==> config.mk <==
export PLATFORM = sky130hd
export DESIGN_NAME = pxm_term_ctrl
export DESIGN_NICKNAME = d
export VERILOG_FILES = /design/src/rtl/pxm_term_pkg.sv /design/src/rtl/pxm_devsel_timer.sv /design/src/rtl/pxm_adb_tracker.sv /design/src/rtl/pxm_term_fsm.sv /design/src/rtl/pxm_term_ctrl.sv
export SDC_FILE = /design/constraint.sdc
export NUM_CORES = 1
export LEC_CHECK = 0
export BUFFER_PORTS_ARGS = -buffer_cell sky130_fd_sc_hd__buf_2
export CORE_MARGIN = 5
export CORE_UTILIZATION = 40
export DETAILED_ROUTE_END_ITERATION = 10
export GPL_TIMING_DRIVEN = 0
export SYNTH_ARGS = -nofsm -noshare
export SYNTH_HDL_FRONTEND = slang
export SYNTH_HIERARCHICAL = 1
export SYNTH_SLANG_ARGS = --single-unit
==> constraint.sdc <==
create_clock -name clk -period 5.85 [get_ports clk]
set_input_delay 0.8775 -clock clk [delete_from_list [all_inputs] [get_ports clk]]
set_output_delay 0.8775 -clock clk [all_outputs]
set_load 0.05 [all_outputs]
==> src/rtl/pxm_term_pkg.sv <==
package pxm_term_pkg;

   typedef enum logic [2:0] {
      K_MEM_RD    = 3'd0,
      K_IO_RD     = 3'd1,
      K_CFG_RD    = 3'd2,
      K_MEM_WR    = 3'd3,
      K_DLY_WR    = 3'd4,
      K_SPLIT_CPL = 3'd5,
      K_SPECIAL   = 3'd6,
      K_RSVD      = 3'd7
   } pxm_kind_e;

   typedef enum logic [1:0] {
      END_DONE   = 2'd0,
      END_DISC   = 2'd1,
      END_MABORT = 2'd2
   } pxm_cause_e;

   typedef enum logic [1:0] {
      ST_IDLE = 2'd0,
      ST_ADDR = 2'd1,
      ST_WAIT = 2'd2,
      ST_DATA = 2'd3
   } pxm_state_e;

   // writes always run to their full byte count
   function automatic logic kind_is_write(pxm_kind_e k);
      return (k == K_MEM_WR) || (k == K_DLY_WR) || (k == K_SPECIAL);
   endfunction

   // kinds whose requester waits for a completion upstream
   function automatic logic kind_reports(pxm_kind_e k);
      return (k == K_MEM_RD) || (k == K_IO_RD) || (k == K_CFG_RD) ||
             (k == K_DLY_WR) || (k == K_SPECIAL);
   endfunction

   // only split completions drain a buffer that can run dry
   function automatic logic kind_drains_buffer(pxm_kind_e k);
      return k == K_SPLIT_CPL;
   endfunction

   // master abort is the expected outcome for a translated special cycle
   function automatic logic kind_abort_expected(pxm_kind_e k);
      return k == K_SPECIAL;
   endfunction

endpackage

==> src/rtl/pxm_devsel_timer.sv <==
module pxm_devsel_timer #(
   parameter int TMO = 6
) (
   input  logic clk,
   input  logic rst_n,
   input  logic arm_i,
   input  logic run_i,
   input  logic devsel_n_i,
   output logic claim_o,
   output logic expire_o
);
   localparam int CW = $clog2(TMO + 1);

   generate
      if (TMO < 1) begin : g_bad_tmo
         $error("pxm_devsel_timer: TMO must be at least 1");
      end
   endgenerate

   logic [CW-1:0] cnt_q;

   always_ff @(posedge clk or negedge rst_n) begin
      if (!rst_n) begin
         cnt_q <= '0;
      end else if (arm_i) begin
         cnt_q <= CW'(1);
      end else if (run_i && devsel_n_i && (cnt_q != CW'(TMO))) begin
         cnt_q <= cnt_q + CW'(1);
      end
   end

   assign claim_o  = run_i & ~devsel_n_i;
   assign expire_o = run_i & devsel_n_i & (cnt_q == CW'(TMO));

   AST_WAIT_WINDOW: assert property (@(posedge clk) disable iff (!rst_n) run_i |-> (cnt_q != '0) && (cnt_q <= CW'(TMO))) else $error("claim wait outside window");
   AST_CLAIM_ENDS_WAIT: assert property (@(posedge clk) disable iff (!rst_n) (run_i && !devsel_n_i) |=> !run_i) else $error("claim did not leave wait");

endmodule

==> src/rtl/pxm_adb_tracker.sv <==
module pxm_adb_tracker #(
   parameter int BC_W      = 12,
   parameter int BUS_BYTES = 8,
   parameter int ADB_BYTES = 128
) (
   input  logic                         clk,
   input  logic                         rst_n,
   input  logic                         load_i,
   input  logic [$clog2(ADB_BYTES)-1:0] load_off_i,
   input  logic [BC_W-1:0]              load_cnt_i,
   input  logic                         beat_i,
   input  logic                         disc_req_i,
   output logic                         last_o,
   output logic                         count_met_o
);
   localparam int OW     = $clog2(ADB_BYTES);
   localparam int OW1    = OW + 1;
   localparam int BUS_LG = $clog2(BUS_BYTES);

   generate
      if ((BUS_BYTES < 2) || ((BUS_BYTES & (BUS_BYTES - 1)) != 0)) begin : g_bad_bus
         $error("pxm_adb_tracker: BUS_BYTES must be a power of two >= 2");
      end
      if ((ADB_BYTES < BUS_BYTES) || ((ADB_BYTES & (ADB_BYTES - 1)) != 0)) begin : g_bad_adb
         $error("pxm_adb_tracker: ADB_BYTES must be a power of two >= BUS_BYTES");
      end
      if (BC_W <= BUS_LG) begin : g_bad_bc
         $error("pxm_adb_tracker: BC_W too narrow for one beat");
      end
   endgenerate

   logic [BC_W-1:0] rem_q;
   logic [OW-1:0]   off_q;
   logic            disc_q;
   logic            at_adb;

   assign count_met_o = rem_q <= BC_W'(BUS_BYTES);

   generate
      if (ADB_BYTES == BUS_BYTES) begin : g_every_beat
         assign at_adb = 1'b1;
      end else begin : g_window
         assign at_adb = ({1'b0, off_q} + OW1'(BUS_BYTES)) >= OW1'(ADB_BYTES);
      end
   endgenerate

   assign last_o = count_met_o | (disc_q & at_adb);

   always_ff @(posedge clk or negedge rst_n) begin
      if (!rst_n) begin
         rem_q  <= '0;
         off_q  <= '0;
         disc_q <= 1'b0;
      end else if (load_i) begin
         rem_q  <= load_cnt_i;
         off_q  <= load_off_i;
         disc_q <= 1'b0;
      end else begin
         if (beat_i) begin
            rem_q <= count_met_o ? '0 : rem_q - BC_W'(BUS_BYTES);
            off_q <= off_q + OW'(BUS_BYTES);
         end
         if (disc_req_i) begin
            disc_q <= 1'b1;
         end
      end
   end

   AST_LOAD_NONZERO: assert property (@(posedge clk) disable iff (!rst_n) load_i |-> (load_cnt_i != '0)) else $error("zero byte count");
   AST_LOAD_ALIGNED: assert property (@(posedge clk) disable iff (!rst_n) load_i |-> (load_off_i[BUS_LG-1:0] == '0)) else $error("unaligned start");
   AST_LAST_HOLDS: assert property (@(posedge clk) disable iff (!rst_n) (last_o && !beat_i && !load_i) |=> last_o) else $error("final phase withdrawn");

endmodule

==> src/rtl/pxm_term_fsm.sv <==
module pxm_term_fsm
   import pxm_term_pkg::*;
(
   input  logic       clk,
   input  logic       rst_n,
   input  logic       start_i,
   input  logic       claim_i,
   input  logic       expire_i,
   input  logic       trdy_n_i,
   input  logic       last_i,
   input  logic       count_met_i,
   output pxm_state_e state_o,
   output logic       load_o,
   output logic       arm_o,
   output logic       run_o,
   output logic       beat_o,
   output logic       fin_o,
   output pxm_cause_e fin_cause_o,
   output logic       frame_n_o,
   output logic       irdy_n_o
);
   pxm_state_e st_q, st_d;

   assign load_o = (st_q == ST_IDLE) & start_i;
   assign arm_o  = (st_q == ST_ADDR);
   assign run_o  = (st_q == ST_WAIT);
   assign beat_o = (st_q == ST_DATA) & ~trdy_n_i;
   assign fin_o  = expire_i | (beat_o & last_i);

   always_comb begin
      if (expire_i)         fin_cause_o = END_MABORT;
      else if (count_met_i) fin_cause_o = END_DONE;
      else                  fin_cause_o = END_DISC;
   end

   always_comb begin
      st_d = st_q;
      unique case (st_q)
         ST_IDLE: if (start_i) st_d = ST_ADDR;
         ST_ADDR: st_d = ST_WAIT;
         ST_WAIT: begin
            if (claim_i)       st_d = ST_DATA;
            else if (expire_i) st_d = ST_IDLE;
         end
         ST_DATA: if (fin_o) st_d = ST_IDLE;
         default: st_d = ST_IDLE;
      endcase
   end

   always_ff @(posedge clk or negedge rst_n) begin
      if (!rst_n) st_q <= ST_IDLE;
      else        st_q <= st_d;
   end

   assign state_o   = st_q;
   assign frame_n_o = ~((st_q == ST_ADDR) | (st_q == ST_WAIT) | ((st_q == ST_DATA) & ~last_i));
   assign irdy_n_o  = ~((st_q == ST_WAIT) | (st_q == ST_DATA));

   AST_ABORT_RELEASES: assert property (@(posedge clk) disable iff (!rst_n) expire_i |=> (frame_n_o && irdy_n_o)) else $error("bus held after abort");
   AST_STALL_HOLDS: assert property (@(posedge clk) disable iff (!rst_n) ((st_q == ST_DATA) && frame_n_o && trdy_n_i) |=> (frame_n_o && !irdy_n_o)) else $error("stall dropped final phase");
   AST_ADDR_PHASE: assert property (@(posedge clk) disable iff (!rst_n) load_o |=> (!frame_n_o && irdy_n_o)) else $error("address phase wrong");

endmodule

==> src/rtl/pxm_term_ctrl.sv <==
module pxm_term_ctrl
   import pxm_term_pkg::*;
#(
   parameter int BC_W       = 12,
   parameter int BUS_BYTES  = 8,
   parameter int ADB_BYTES  = 128,
   parameter int DEVSEL_TMO = 6
) (
   input  logic                         clk,
   input  logic                         rst_n,
   input  logic                         start_i,
   input  logic [2:0]                   kind_i,
   input  logic [$clog2(ADB_BYTES)-1:0] start_off_i,
   input  logic [BC_W-1:0]              byte_cnt_i,
   input  logic                         devsel_n_i,
   input  logic                         trdy_n_i,
   input  logic                         gnt_n_i,
   input  logic                         lat_expired_i,
   input  logic                         buf_empty_i,
   input  logic                         rma_clr_i,
   output logic                         frame_n_o,
   output logic                         irdy_n_o,
   output logic                         busy_o,
   output logic                         done_o,
   output logic [1:0]                   cause_o,
   output logic                         cpl_valid_o,
   output logic                         cpl_mabort_o,
   output logic                         rma_status_o
);
   pxm_state_e st;
   pxm_cause_e fin_cause;
   pxm_kind_e  kind_q;
   logic load, arm, run, beat, fin, claim, expire, last, count_met, disc_req;
   logic done_q, cpl_valid_q, cpl_ma_q, rma_q;
   pxm_cause_e cause_q;
   logic abort_now, rma_set;

   pxm_devsel_timer #(.TMO(DEVSEL_TMO)) u_timer (
      .clk        (clk),
      .rst_n      (rst_n),
      .arm_i      (arm),
      .run_i      (run),
      .devsel_n_i (devsel_n_i),
      .claim_o    (claim),
      .expire_o   (expire)
   );

   pxm_adb_tracker #(.BC_W(BC_W), .BUS_BYTES(BUS_BYTES), .ADB_BYTES(ADB_BYTES)) u_tracker (
      .clk         (clk),
      .rst_n       (rst_n),
      .load_i      (load),
      .load_off_i  (start_off_i),
      .load_cnt_i  (byte_cnt_i),
      .beat_i      (beat),
      .disc_req_i  (disc_req),
      .last_o      (last),
      .count_met_o (count_met)
   );

   pxm_term_fsm u_fsm (
      .clk         (clk),
      .rst_n       (rst_n),
      .start_i     (start_i),
      .claim_i     (claim),
      .expire_i    (expire),
      .trdy_n_i    (trdy_n_i),
      .last_i      (last),
      .count_met_i (count_met),
      .state_o     (st),
      .load_o      (load),
      .arm_o       (arm),
      .run_o       (run),
      .beat_o      (beat),
      .fin_o       (fin),
      .fin_cause_o (fin_cause),
      .frame_n_o   (frame_n_o),
      .irdy_n_o    (irdy_n_o)
   );

   // disconnect requests are only honoured for kinds that may stop early
   assign disc_req = ((st == ST_WAIT) | (st == ST_DATA)) & ~kind_is_write(kind_q) &
                     ((kind_drains_buffer(kind_q) & buf_empty_i) | (lat_expired_i & gnt_n_i));

   assign abort_now = fin & (fin_cause == END_MABORT);
   assign rma_set   = abort_now & ~kind_abort_expected(kind_q);

   always_ff @(posedge clk or negedge rst_n) begin
      if (!rst_n) begin
         kind_q      <= K_MEM_RD;
         done_q      <= 1'b0;
         cause_q     <= END_DONE;
         cpl_valid_q <= 1'b0;
         cpl_ma_q    <= 1'b0;
         rma_q       <= 1'b0;
      end else begin
         if (load) kind_q <= pxm_kind_e'(kind_i);
         done_q      <= fin;
         cpl_valid_q <= fin & kind_reports(kind_q);
         cpl_ma_q    <= rma_set & kind_reports(kind_q);
         if (fin) cause_q <= fin_cause;
         if (rma_set)        rma_q <= 1'b1;
         else if (rma_clr_i) rma_q <= 1'b0;
      end
   end

   assign busy_o       = (st != ST_IDLE);
   assign done_o       = done_q;
   assign cause_o      = cause_q;
   assign cpl_valid_o  = cpl_valid_q;
   assign cpl_mabort_o = cpl_ma_q;
   assign rma_status_o = rma_q;

   AST_RMA_STICKY: assert property (@(posedge clk) disable iff (!rst_n) (rma_q && !rma_clr_i) |=> rma_q) else $error("abort status lost");
   AST_CPL_AT_END: assert property (@(posedge clk) disable iff (!rst_n) cpl_valid_o |-> done_o) else $error("completion without end");
   AST_CPL_MA_QUALIFIED: assert property (@(posedge clk) disable iff (!rst_n) cpl_mabort_o |-> (cpl_valid_o && cause_o == END_MABORT)) else $error("abort status without abort");
   AST_WRITE_NO_DISC: assert property (@(posedge clk) disable iff (!rst_n) (done_o && cause_o == END_DISC) |-> !kind_is_write(kind_q)) else $error("write disconnected early");
   AST_IDLE_QUIET: assert property (@(posedge clk) disable iff (!rst_n) !busy_o |-> (frame_n_o && irdy_n_o)) else $error("bus driven while idle");

endmodule

==> out/results.ini <==
[sta]
tightest_slew_ns = 0.729
report.final.slew_viol_count = 0
fin_tns_setup_ns = 0
fin_ws_ns = 2.62
hold_violations = 0
rsz0062_at_grt = false
timing.fmax_mhz = 310
max_slew_margin = 0.514
fin_crit_ns = 3.23
setup_viol_count_final = 0
finClkSkew_ns = 0.00538
finalCritPeriodShare = 0.551

[route]
firstDrtPassIters = 4
num_vias = 1419
drtIter0Drc = 61
vias_per_cell = 5.18
wl_per_cell_um = 13.5
drt-total-wl_um = 3710
drtAntennaViolNets = 0
drc_errors = 0

[yosys]
postSynthCellCount = 178
syn_nets = 218
netlist_top_cells_count = dfrtp_1 (31), nand2_1 (15), inv_1 (13), o21ai_0 (13), nor2_1 (11)
yosys_warnings = 6
yosys-top-cells-area = dfrtp_1 (44%), ha_1 (6.4%), mux2_2 (5.1%)
synth_edf_count = 0
synth.distinct_cells = 51
synth_top_area_frac = 0.441
synth_compound_area_frac = 0.176
yosys.cell_count.top_type = dfrtp_1
synth_seq_cells = 31
synth_flop_cell = dfrtp_1
yosysTopAreaCell = dfrtp_1
synth_xor_area_frac = 0.0149
synth-simple-area-share = 0.187
synthMuxAreaShare = 0.0689
syn-cell-area_um2 = 1760
synthAdderAreaFrac = 0.0640
synth_top_family_by_area = simple AND/OR/NAND/NOR gates
synth.avg_cell_area_um2 = 9.89
async_flop_share = 1.00
yosysSeqAreaShare = 0.441

[pwr]
switching_share = 0.394
vdd_drop_max_v = 0.000286
power.density_nw_per_um2 = 492
intPower_uw = 634
power.switching_uw = 412
p_clk_frac = 0.209
power_frac_comb = 0.425
leakage_uw = 0.000983
seq_power_share = 0.366

[status]
status = completed

[critical_path]
start_kind = register
arrival_ns = 2.35
worstSetupEndpointType = primary output
cp_max_fo = 10
cp_data_required_time_ns = 4.97
path_class = register to primary output

[cts]
root_buffer = clkbuf_8
clock_latency_ns = 0.28
hold_buffers = 0
cts_buffers = 5
cts_max_path_buffers = 2
cts_resized = 0
cts_tree = done
cts_setup_buffers = 0
cts_max_level = 2
clk_pin_slew_ns = 0.07
cts_sinks = 31

[placement]
gp_congestion = 0.820
port_buffers = 36
place_hpwl_um = 2730
placed_cells = 266
pre_cts_slack_ns = 2.95

[die]
ios = 40
fp.dieW_um = 76.3
initial_core_util = 0.407
dieArea_um2 = 5830
core-area_um2 = 4320
fp-row-count = 24
die_h_um = 76.3

[grt]
grt.overflow.total = 0
grt_max_degree = 32
antenna_found_initial = 0
use_met1 = 0.173
busiest_layer = met2
grt_pass1_wl_um = 6590
grt_use_met3 = 0.0366
grt_pass1_vias = 1474
track_usage = 0.137
met2_usage = 0.227

[layout]
syn2layout_area_growth_pct = 20.6
final_nets = 261
layout-drive-gt1-share = 0.279
antenna_cells = 0
finalNonFillerCells = 274
post-route-util = 0.491

[flow_run]
drv_cap = 0

[hold_path]
hold_class = register to register

## layout by cell type, fill, tap and decap left out, drive strengths merged, types with 2 or more instances in the layout
cell	n
clkinv	2
mux2i	2
nand2b	4
a21o	2
and2	3
a22o	3
or3	2
nor3	4
inv	13
nor3b	3
o31ai	2
a21oi	6
nand2	16
o21ai	14
mux2	9
xnor2	2
nor2	11
dfrtp	31
o31a	3
ha	9
a2111oi	3
a41o	2
nor2b	8
or4	3
buf	38
clkbuf	11
## routing by layer
| metal | vias to the layer above | part of all wire |
|---|---|---|
| met5 | - | 0 |
| met4 | 0 | 0.011 |
| met3 | 5 | 0.054 |
| met2 | 36 | 0.45 |
| met1 | 657 | 0.48 |
| li1 | 721 | - |
## path summary, 6_finish.rpt
| check | startpoint | to | slack, ns | cells after the start |
|---|---|---|---|---|
| min in group asynchronous | rst_n | u_tracker/rem_q[8]$_DFFE_PN0N_ | 0.65 | 1 |
| max | u_tracker/rem_q[6]$_DFFE_PN0N_ | frame_n_o | 2.62 | 7 |
| min reg2reg | u_tracker/disc_q$_DFFE_PN0P_ | u_tracker/disc_q$_DFFE_PN0P_ | 0.51 | 2 |
| max in group asynchronous | rst_n | done_o$_DFF_PN0_ | 4.73 | 1 |
| min | u_tracker/disc_q$_DFFE_PN0P_ | u_tracker/disc_q$_DFFE_PN0P_ | 0.51 | 2 |
| max reg2reg | u_tracker/rem_q[6]$_DFFE_PN0N_ | cpl_mabort_o$_DFF_PN0_ | 3.41 | 9 |
## power by group through the flow
stage	sequential (uW)	combinational [uW]	clock [uW]
2_1_floorplan	374	355	0
3_3_place_gp	385	445	0
3_5_place_dp	385	450	0
4_1_cts	383	451	225
5_1_grt	399	505	238
6_report	383	444	219
## worst max-delay path: stages, from the launching register on
cell     delay, ns
dfrtp_1       0.45
or4_4         0.58
nor3_2        0.23
buf_4         0.20
a41o_1        0.15
inv_1         0.06
a21oi_1       0.12
buf_2         0.27
## sequential cells by signal (all words and copies together), names as in the netlist
name,count
rma_status_o,1
u_tracker/off_q,4
cpl_valid_o,1
u_fsm/state_o,2
u_timer/cnt_q,3
u_tracker/rem_q,12
done_o,1
cpl_mabort_o,1
u_tracker/disc_q,1
kind_q,3
cause_o,2
## kinds of logic (layout without fill, tap and decap cells)
| group | Yosys count | in the layout |
|---|---|---|
| fa+ha+maj | 9 | 9 |
| compound gates | 43 | 43 |
| buf+inv | 21 | 65 |
| mux | 11 | 11 |
| xor+xnor | 3 | 3 |
| simple gates | 60 | 60 |
| flops | 31 | 31 |
## cell type report
class / count / area, um2
Fill cell: 436 / 2200
Timing Repair Buffer: 36 / 180
Tap cell: 52 / 65.1
Clock inverter: 2 / 35.0
Sequential cell: 31 / 776
Buffer: 7 / 33.8
Clock buffer: 6 / 82.6
Multi-Input combinational cell: 126 / 898
Inverter: 14 / 52.6
## metrics by stage
stage	hold slack [ns]	cell area (um2)	total power (uW)
CTS	0.515	2120	1060
detailed placement	0.501	2010	835
global route	0.532	2120	1140
global placement	0.486	2010	830
finish	0.509	2120	1050
floorplan	0.465	1760	729
Note: power is estimated with default switching activity, not from simulation.
